$ cat src/rtl/atten_prog_pkg.sv
// Shared types for the serial attenuator programmer.
// Assumes an 8-bit attenuation byte followed by an 8-bit address byte.
package atten_prog_pkg;
    localparam int BYTE_W  = 8;
    localparam int FRAME_W = 2 * BYTE_W;

    typedef enum logic [2:0] {
        ST_IDLE,
        ST_LEAD,
        ST_HIGH,
        ST_LOW,
        ST_TAIL,
        ST_LATCH
    } seq_state_t;

    // Low byte leaves first.
    typedef struct packed {
        logic [BYTE_W-1:0] addr_byte;
        logic [BYTE_W-1:0] atten_byte;
    } frame_t;
endpackage

$ cat src/rtl/atten_frame_build.sv
// Combinational frame assembly.
// Clamps the quarter-dB count to WORD_BITS bits, leaves the upper attenuation
// bits at zero and pads the address into a full byte.
// Assumes REQ_W >= WORD_BITS, WORD_BITS < BYTE_W and ADDR_W <= BYTE_W.
module atten_frame_build
    import atten_prog_pkg::*;
#(
    parameter int REQ_W     = 8,
    parameter int ADDR_W    = 3,
    parameter int WORD_BITS = 7
) (
    input  logic [REQ_W-1:0]  qdb,
    input  logic [ADDR_W-1:0] addr,
    output frame_t            frame
);
    localparam int MAX_CODE = (1 << WORD_BITS) - 1;

    logic [WORD_BITS-1:0] code;

    // Saturate requests beyond the representable range.
    always_comb begin
        if (qdb > REQ_W'(MAX_CODE)) begin
            code = WORD_BITS'(MAX_CODE);
        end else begin
            code = qdb[WORD_BITS-1:0];
        end
    end

    // Place the code and the address into their bytes, upper bits zero.
    always_comb begin
        frame                           = '0;
        frame.atten_byte[WORD_BITS-1:0] = code;
        frame.addr_byte[ADDR_W-1:0]     = addr;
    end
endmodule

$ cat src/rtl/atten_phase_timer.sv
// Half-period timer: raises 'last' every HALF_CYC cycles.
// Restarts from zero on 'restart' so the first phase after a request is full.
module atten_phase_timer #(
    parameter int HALF_CYC = 5
) (
    input  logic clk,
    input  logic rst_n,
    input  logic restart,
    output logic last
);
    localparam int CW = (HALF_CYC > 1) ? $clog2(HALF_CYC) : 1;

    logic [CW-1:0] cnt;

    assign last = (cnt == CW'(HALF_CYC - 1));

    // Count cycles within a phase and wrap at the phase boundary.
    always_ff @(posedge clk) begin
        if (!rst_n || restart) begin
            cnt <= '0;
        end else if (last) begin
            cnt <= '0;
        end else begin
            cnt <= cnt + 1'b1;
        end
    end
endmodule

$ cat src/rtl/atten_pace_timer.sv
// Update-spacing timer.
// A load arms GAP_CYC cycles of hold; 'hold' stays high until the count
// drains to zero.
module atten_pace_timer #(
    parameter int GAP_CYC = 4000
) (
    input  logic clk,
    input  logic rst_n,
    input  logic load,
    output logic hold
);
    localparam int CW = $clog2(GAP_CYC + 1);

    logic [CW-1:0] cnt;

    assign hold = (cnt != '0);

    // Load the spacing on completion and count it down to zero.
    always_ff @(posedge clk) begin
        if (!rst_n) begin
            cnt <= '0;
        end else if (load) begin
            cnt <= CW'(GAP_CYC);
        end else if (hold) begin
            cnt <= cnt - 1'b1;
        end
    end
endmodule

$ cat src/rtl/atten_shift_seq.sv
// Frame sequencer.
// Walks lead, high, low, tail and latch phases, each one timer tick long.
// Shifts the frame out LSB first and moves data only on falling clock edges.
// Assumes 'tick' comes from a timer restarted together with 'start'.
module atten_shift_seq
    import atten_prog_pkg::*;
(
    input  logic   clk,
    input  logic   rst_n,
    input  logic   start,
    input  frame_t frame_in,
    input  logic   tick,
    output logic   idle,
    output logic   finish,
    output logic   ser_clk,
    output logic   ser_data,
    output logic   ser_latch,
    output logic   done
);
    localparam int BIT_CW = $clog2(FRAME_W);
    localparam logic [BIT_CW-1:0] LAST_BIT = BIT_CW'(FRAME_W - 1);

    seq_state_t         state;
    logic [FRAME_W-1:0] sreg;
    logic [BIT_CW-1:0]  bit_cnt;

    assign idle   = (state == ST_IDLE);
    assign finish = (state == ST_LATCH) && tick;

    // Phase sequencing, shift register and registered serial outputs.
    always_ff @(posedge clk) begin
        if (!rst_n) begin
            state     <= ST_IDLE;
            sreg      <= '0;
            bit_cnt   <= '0;
            ser_clk   <= 1'b0;
            ser_data  <= 1'b0;
            ser_latch <= 1'b0;
            done      <= 1'b0;
        end else begin
            done <= 1'b0;
            unique case (state)
                ST_IDLE: begin
                    if (start) begin
                        sreg     <= frame_in;
                        ser_data <= frame_in[0];
                        bit_cnt  <= '0;
                        state    <= ST_LEAD;
                    end
                end
                ST_LEAD: begin
                    if (tick) begin
                        ser_clk <= 1'b1;
                        state   <= ST_HIGH;
                    end
                end
                ST_HIGH: begin
                    if (tick) begin
                        ser_clk <= 1'b0;
                        if (bit_cnt == LAST_BIT) begin
                            state <= ST_TAIL;
                        end else begin
                            bit_cnt  <= bit_cnt + 1'b1;
                            sreg     <= sreg >> 1;
                            ser_data <= sreg[1];
                            state    <= ST_LOW;
                        end
                    end
                end
                ST_LOW: begin
                    if (tick) begin
                        ser_clk <= 1'b1;
                        state   <= ST_HIGH;
                    end
                end
                ST_TAIL: begin
                    if (tick) begin
                        ser_latch <= 1'b1;
                        state     <= ST_LATCH;
                    end
                end
                ST_LATCH: begin
                    if (tick) begin
                        ser_latch <= 1'b0;
                        done      <= 1'b1;
                        state     <= ST_IDLE;
                    end
                end
                default: state <= ST_IDLE;
            endcase
        end
    end
endmodule

$ cat src/rtl/atten_serial_prog.sv
// Top level of the serial attenuator programmer.
// Takes one request per handshake, builds the frame, runs the sequencer and
// optionally spaces updates.
// Assumes HALF_CYC system cycles meet the receiver's minimum phase time.
module atten_serial_prog
    import atten_prog_pkg::*;
#(
    parameter int HALF_CYC = 5,
    parameter int GAP_CYC  = 4000,
    parameter int REQ_W    = 8,
    parameter int ADDR_W   = 3
) (
    input  logic              clk,
    input  logic              rst_n,
    input  logic              req_valid,
    output logic              req_ready,
    input  logic [REQ_W-1:0]  req_qdb,
    input  logic [ADDR_W-1:0] req_addr,
    input  logic              pace_en,
    output logic              ser_clk,
    output logic              ser_data,
    output logic              ser_latch,
    output logic              done
);
    frame_t frame;
    logic   accept;
    logic   tick;
    logic   idle;
    logic   finish;
    logic   hold;

    assign req_ready = idle && !hold;
    assign accept    = req_valid && req_ready;

    atten_frame_build #(
        .REQ_W    (REQ_W),
        .ADDR_W   (ADDR_W),
        .WORD_BITS(BYTE_W - 1)
    ) u_build (
        .qdb  (req_qdb),
        .addr (req_addr),
        .frame(frame)
    );

    atten_phase_timer #(
        .HALF_CYC(HALF_CYC)
    ) u_phase (
        .clk    (clk),
        .rst_n  (rst_n),
        .restart(accept),
        .last   (tick)
    );

    atten_shift_seq u_seq (
        .clk      (clk),
        .rst_n    (rst_n),
        .start    (accept),
        .frame_in (frame),
        .tick     (tick),
        .idle     (idle),
        .finish   (finish),
        .ser_clk  (ser_clk),
        .ser_data (ser_data),
        .ser_latch(ser_latch),
        .done     (done)
    );

    // The spacing timer exists only when a non-zero gap is configured.
    generate
        if (GAP_CYC > 0) begin : g_pace
            atten_pace_timer #(
                .GAP_CYC(GAP_CYC)
            ) u_pace (
                .clk  (clk),
                .rst_n(rst_n),
                .load (finish && pace_en),
                .hold (hold)
            );
        end else begin : g_nopace
            assign hold = 1'b0;
        end
    endgenerate
endmodule

$ cat config.mk
export PLATFORM = sky130hd
export DESIGN_NAME = atten_serial_prog
export DESIGN_NICKNAME = d
export VERILOG_FILES = /design/src/rtl/atten_prog_pkg.sv /design/src/rtl/atten_frame_build.sv /design/src/rtl/atten_phase_timer.sv /design/src/rtl/atten_pace_timer.sv /design/src/rtl/atten_shift_seq.sv /design/src/rtl/atten_serial_prog.sv
export SDC_FILE = /design/constraint.sdc
export NUM_CORES = 1
export LEC_CHECK = 0
export BUFFER_PORTS_ARGS = -buffer_cell sky130_fd_sc_hd__buf_4
export CORE_MARGIN = 5
export CORE_UTILIZATION = 45
export DETAILED_ROUTE_END_ITERATION = 8
export SYNTH_ARGS = -nofsm -noshare
export SYNTH_HDL_FRONTEND = slang
export SYNTH_SLANG_ARGS = --single-unit
$ cat constraint.sdc
create_clock -name clk -period 2.1 [get_ports clk]
set_input_delay 0.42 -clock clk [delete_from_list [all_inputs] [get_ports clk]]
set_output_delay 0.42 -clock clk [all_outputs]
set_load 0.1 [all_outputs]
==> impl_metrics.csv, run 1 <==
group,metric,value,unit
status,status,"finished with violations",
status,violations,"negative setup slack",
synth,synth_edf_count,0,
clocking,cts_buffer_depth,2,
sta,slew_headroom,64.6,%
grt,met2_usage,29.2,%
power,power.leakage,0.836,nW
synth,syn_inst,211,
grt,grt_pass1_wl,7240,um
floorplan,die_h,73.7,um
route,drc,0,
clocking,h-tree-depth,2,
worst_setup_path,crit_path_cell_trace,"inv_2, ha_4, nor4b_4, nand4_1, nor4_4, buf_6",
power,ir_worst_vdd,0.000787,V
sta,final-hold-violation-count,0,
floorplan,fp.coreArea,3970,um2
grt,grt-busiest-layer,"met2",
worst_setup_path,worstSetupPathType,"reg2out",
worst_setup_path,crit_required,1.68,ns
grt,use_met1,20.0,%
place,gp_congestion,0.814,
synth,avgSynthCellArea,8.65,um2
floorplan,io_pins,20,
grt,grt_max_degree,21,
sta,finalCritPeriodShare,101,%
grt,grt_antenna_before_repair,0,
sta,period_minus_slack,2.12,ns
floorplan,die_w,73.7,um
finish,nets,255,
synth,ys_types,43,
sta,rsz0062_at_grt,"true",
grt,grt_remaining_overflow,0,
floorplan,start_util,46.0,%
clocking,cts_tree,"built",
synth,synth_largest_area_cell,"dfxtp_1",
sta,fmax,472,MHz
power,power.total,0.00291,W
sta,hold_ws,0.400,ns
synth,yosysTopAreaCellShare,39.5,%
synth,syn_nets,230,
clocking,cts_sinks,36,
clocking,clock_latency,0.28,ns
route,detail-route-antenna-nets,0,
synth,yosysWarnings,0,
worst_setup_path,end_kind,"primary output",
place,dp.cells,275,
worst_setup_path,r2r_slack,0.26,ns
sta,setup_ws,-0.0168,ns
synth,synthTopCellsByArea,"dfxtp_1 (39%), nand4_1 (4.1%), nor2_1 (3.7%), o21ai_0 (3.6%), or3_1 (3.1%)",
grt,grt_pass1_vias,1711,
clocking,cts_made_buffers,5,
route,via_count,1654,
place,io_buffers,19,
floorplan,row_count,23,
synth,synth_area,1830,um2
worst_setup_path,worstPathArrival,1.70,ns
route,first_pass_iters,4,
worst_setup_path,startpoint_type,"flop",
finish,area_growth,18.7,%
synth,yosysSeqAreaShare,39.5,%
synth,async_flop_share,0,%
worst_setup_path,cpMaxStageDelayCell,"dfxtp_2",
finish,final_layout_size_suffix_gt1_share,23.6,%
power,powerDensity,1340,nW/um2
worst_setup_path,max_stage_delay,0.33,ns
sta,setup_viol,1,
worst_setup_path,path_max_fanout,3,
route,wire_per_inst,14.5,um
grt,use_met3,4.51,%
floorplan,die-area,5430,um2
sta,finClkSkew,0.00236,ns
route,drt_wl_total,4150,um
finish,instances_no_fill,287,
finish,antenna_cells,0,
worst_hold_path,hold_path_class,"in2reg",
synth,synth_ff_type,"dfxtp_1",
run,cap_violations,0,
clocking,cts_root_buf,"clkbuf_8",
route,drt_iter0_drc,111,
sta,slew_viol_final,0,
synth,synth_seq_cells,36,
clocking,clk_pin_slew,0.07,ns
sta,worstMarginPinSlew,0.530,ns
place,dp_hpwl,2920,um
grt,track_usage,16.9,%
route,drt-vias-per-instance,5.76,
finish,fillers,378,
[final timing paths]
| check | startpoint | to | depth (start not counted) |
|---|---|---|---|
| max | g_pace.u_pace.cnt[0]$_SDFFE_PP0P_ | req_ready | 6 |
| min reg2reg | u_seq.sreg[8]$_SDFFE_PN0P_ | u_seq.sreg[7]$_SDFFE_PN0P_ | 2 |
| max reg2reg | g_pace.u_pace.cnt[0]$_SDFFE_PP0P_ | g_pace.u_pace.cnt[4]$_SDFFE_PP0P_ | 7 |
| min | req_addr[2] | u_seq.sreg[10]$_SDFFE_PN0P_ | 3 |
[layout by cell type, fill, tap and decap left out, types with 5 or more instances in the layout]
cell / count
nand2_1: 14
o211ai_1: 7
buf_4: 29
nor3_1: 7
inv_1: 5
nand4_1: 12
nor2_1: 18
o21ai_0: 13
clkbuf_8: 6
or3_1: 9
a21oi_1: 10
a211oi_1: 5
mux2i_1: 5
nand3_1: 7
dfxtp_1: 34
o31ai_1: 6
[registers in the layout, indices dropped and copies added (netlist names)]
| register | flops |
|---|---|
| u_seq.done | 1 |
| u_phase.cnt | 3 |
| u_seq.bit_cnt | 4 |
| u_seq.sreg | 11 |
| u_seq.ser_latch | 1 |
| g_pace.u_pace.cnt | 12 |
| u_seq.ser_clk | 1 |
| u_seq.state | 3 |
[metal layers]
| metal | vias to the layer above | share of wire (%) |
|---|---|---|
| met4 | 0 | 0.87 |
| met1 | 772 | 45 |
| li1 | 835 | - |
| met2 | 43 | 50 |
| met5 | - | 0 |
| met3 | 4 | 3.7 |
[cell families after synthesis]
group | share of synthesized area (%)
DFF | 39.5
AOI/OAI and AO/OA | 16.1
adders and majority gates | 2.74
muxes | 2.74
buffers and inverters | 5.28
and+or+nand+nor | 31.7
xor gates and xnor gates | 1.92
[stage by stage]
step           worst slack (ns)  util (%)  TNS (ns)  instance area (um2)
6_report                -0.0168      54.6   -0.0168                 2170
5_1_grt                  -0.130      54.6    -0.130                 2170
4_1_cts                 -0.0853      54.4   -0.0853                 2160
3_5_place_dp              0.136      51.1         0                 2030
3_3_place_gp              0.193      51.1         0                 2030
2_1_floorplan            -0.466         -    -0.466                 1840
[worst max-delay path: cells and delay by family (launching register included)]
kind,cells,cell delay [ns]
simple gates,3,0.62
flops,1,0.33
buf+inv,2,0.33
fa+ha+maj,1,0.13
[cell type report]
type | instances | area (um2) | area share, %
multi-input cells | 156 | 1040 | 47.8
flip-flops and latches | 36 | 723 | 33.4
repair buffers | 30 | 229 | 10.6
clock buffers | 8 | 90.1 | 4.16
well taps | 50 | 62.6 | 2.89
inverters | 7 | 26.3 | 1.21
[where the power goes]
group	internal [W]	switching [W]	total (W)
Clock	0.000268	0.000230	0.000497
Sequential	0.000864	0.000188	0.00105
Combinational	0.000608	0.000757	0.00137
[timing repair]
item | 4_1_cts | 5_1_grt
hold buffers | 0 | 0
pin swaps | 3 | 2
setup endpoints to repair | 1 | 1
setup buffers | 3 | 1
cloned | 0 | 0
resized for setup | 7 | 0
[synthesized netlist by cell type (2+ instances only)]
cell type / count
dfxtp_1: 36
mux2i_1: 5
nor3_2: 2
nor4_1: 2
xor2_1: 2
o31ai_1: 6
buf_6: 3
or4_1: 2
buf_2: 2
a21oi_1: 10
a31oi_1: 4
or2_2: 2
nand2_1: 14
o211ai_1: 7
ha_1: 4
or3_1: 9
xnor2_1: 2
nor3_1: 7
o21ai_0: 13
or3_2: 2
and2_1: 2
nand2b_1: 3
nand4_1: 12
nand3_1: 7
nand4b_1: 2
nor2_1: 18
clkbuf_1: 7
inv_1: 7
a211oi_1: 5
Note: power is estimated with default switching activity, not from simulation.
==> inputs of run 2 (changes only) <==
--- a/config.mk
+++ b/config.mk
@@ -7,8 +7,9 @@
 export LEC_CHECK = 0
 export BUFFER_PORTS_ARGS = -buffer_cell sky130_fd_sc_hd__buf_4
 export CORE_MARGIN = 5
-export CORE_UTILIZATION = 45
+export CORE_UTILIZATION = 57
 export DETAILED_ROUTE_END_ITERATION = 8
+export PLACE_DENSITY = 0.78
 export SYNTH_ARGS = -nofsm -noshare
 export SYNTH_HDL_FRONTEND = slang
 export SYNTH_SLANG_ARGS = --single-unit
==> run 2 against run 1 <==
Compared with the run above: the run still ends with negative setup slack left; critical path depth did not move; clock power decreased by 32%; hold slack got worse by 0.076 ns; register-to-register slack worse by 0.02 ns; sequential power about the same; sequential cell count is the same; sequential share of layout area up 0.81 points; cell area down 2.4%; setup slack worse by 0.068 ns; routed wire length fell by 4.6%; combinational power hardly changed; largest power group unchanged.
==> impl_metrics.csv, run 2 (synthesized netlist as in run 1, its figures left out) <==
group,metric,value,unit
sta,period_minus_slack,2.19,ns
clocking,clock_latency,0.34,ns
grt,grt_pass1_vias,1534,
finish,fin_area,2120,um2
clocking,cts_made_buffers,5,
finish,layout_commonest_cell,"dfxtp_1",
floorplan,die_w,66.6,um
finish,fillers,268,
route,drt_iter0_drc,133,
finish,seqCellArea,723,um2
place,place_ws,0.118,ns
place,place_area,2020,um2
status,violations,"negative setup slack",
sta,setup_ws,-0.0851,ns
finish,mostFrequentLayoutCells,"dfxtp_1 (34), buf_4 (29), nor2_1 (18)",
worst_setup_path,startpoint_type,"flop",
finish,largest_reg_flops,12,
route,drt_wl_total,3960,um
floorplan,die-area,4430,um2
power,power.leakage,0.818,nW
route,via_count,1624,
finish,nets,255,
route,drt-vias-per-instance,5.80,
route,wire_per_inst,14.1,um
clocking,cts_root_buf,"clkbuf_4",
sta,worstMarginPinSlew,0.523,ns
route,first_pass_iters,4,
sta,finalCritPeriodShare,104,%
clocking,h-tree-depth,2,
worst_setup_path,end_kind,"primary output",
floorplan,fp.coreArea,3050,um2
grt,track_usage,19.2,%
worst_setup_path,startpoint,"g_pace.u_pace.cnt[0]$_SDFFE_PP0P_",
finish,instances_no_fill,280,
worst_setup_path,r2r_slack,0.24,ns
grt,grt_max_degree,21,
finish,antenna_cells,0,
worst_setup_path,worstSetupPathType,"reg2out",
worst_setup_path,timing.rr.start,"g_pace.u_pace.cnt[0]$_SDFFE_PP0P_",
sta,setup_viol,1,
floorplan,die_h,66.6,um
finish,final_core_util,69.3,%
grt,grt_remaining_overflow,0,
finish,final_layout_size_suffix_gt1_share,23.7,%
grt,grt_pass1_wl,6520,um
sta,fmax,458,MHz
clocking,cts_buffer_depth,2,
finish,top_register,"g_pace.u_pace.cnt",
power,powerDensity,1300,nW/um2
run,cap_violations,0,
floorplan,io_pins,20,
sta,slew_viol_final,0,
worst_setup_path,worstPathArrival,1.77,ns
clocking,clk_pin_slew,0.10,ns
clocking,cts_sinks,36,
route,drc,0,
grt,grt_antenna_before_repair,0,
sta,rsz0062_at_grt,"true",
finish,largestRegisters,"g_pace.u_pace.cnt x12, u_seq.sreg x11, u_seq.bit_cnt x4",
place,dp_hpwl,2840,um
place,dp.cells,269,
worst_hold_path,hold_path_class,"in2reg",
worst_setup_path,rr_worst_depth,7,
sta,hold_ws,0.324,ns
place,gp_congestion,0.874,
worst_setup_path,cp-endpoint,"req_ready",
power,ir_worst_vdd,0.000883,V
finish,area_growth,15.9,%
sta,slew_headroom,65.1,%
sta,final-hold-violation-count,0,
clocking,cts_hold_buf,0,
worst_setup_path,crit_required,1.68,ns
floorplan,row_count,20,
worst_setup_path,timing.rr.end,"g_pace.u_pace.cnt[4]$_SDFFE_PP0P_",
sta,finClkSkew,0.0153,ns
place,io_buffers,19,
finish,multiInputGateArea,1040,um2
floorplan,start_util,59.8,%
route,detail-route-antenna-nets,0,
clocking,cts_tree,"built",
status,status,"finished with violations",
worst_setup_path,path_max_fanout,2,
run 2: cell types whose count changed in the layout (fill, tap and decap cells not counted), sizes merged:
cell,previous run,this run
clkinv,0,1
clkbuf,8,6
run 2: final cells by class:
| class | count | share of cell area, % |
|---|---|---|
| clock buffer | 6 | 1.95 |
| clock inverter | 1 | 0.237 |
| inverter | 7 | 1.24 |
| multi-input combinational | 156 | 49.0 |
| sequential | 36 | 34.2 |
| tap | 44 | 2.60 |
| timing repair buffer | 30 | 10.8 |
run 2: power breakdown:
part | leakage (nW) | internal (W) | total [W] | switching (W)
Clock | 0.0281 | 0.000123 | 0.000338 | 0.000215
Combinational | 0.496 | 0.000610 | 0.00137 | 0.000759
Sequential | 0.294 | 0.000863 | 0.00105 | 0.000188
Total | 0.818 | 0.00160 | 0.00276 | 0.00116
run 2: how the worst min path moves through the flow:
| stage | cells after the start | endpoint | slack, ns | from |
|---|---|---|---|---|
| 3_3_place_gp | 1 | u_phase.cnt[0]$_SDFF_PP0_ | 0.44 | u_phase.cnt[0]$_SDFF_PP0_ |
| 6_report | 3 | u_seq.sreg[10]$_SDFFE_PN0P_ | 0.32 | req_addr[2] |
| 3_5_place_dp | 1 | u_phase.cnt[0]$_SDFF_PP0_ | 0.45 | u_phase.cnt[0]$_SDFF_PP0_ |
| 4_1_cts | 3 | u_seq.sreg[10]$_SDFFE_PN0P_ | 0.31 | req_addr[2] |
| 5_1_grt | 3 | u_seq.sreg[10]$_SDFFE_PN0P_ | 0.31 | req_addr[2] |
| 2_1_floorplan | 1 | u_phase.cnt[0]$_SDFF_PP0_ | 0.43 | u_phase.cnt[0]$_SDFF_PP0_ |
run 2: what timing repair did:
item,CTS,global route
buffers inserted,4,0
endpoints found under the hold margin,0,0
gates resized for setup,7,0
setup endpoints to repair,1,1
pin swaps,3,2
run 2: critical path: stages (launching register included):
cell and delay (ns):
dfxtp_2 0.34, inv_2 0.07, ha_4 0.13, nor4b_4 0.21, nand4_1 0.23, nor4_4 0.20
buf_6 0.26
run 2: per-layer routing:
metal,vias up,global-route usage [%],part of all wire (%)
met3,5,6.41,4.3
met4,0,6.09,1.3
met1,749,20.5,43
met5,-,0,0
li1,829,-,-
met2,41,35.1,52
run 2: metrics by stage:
step                power, W  TNS, ns
floorplan            0.00203   -0.466
global route         0.00295   -0.198
global placement     0.00227        0
finish               0.00276  -0.0851
detailed placement   0.00232        0
CTS                  0.00276   -0.135
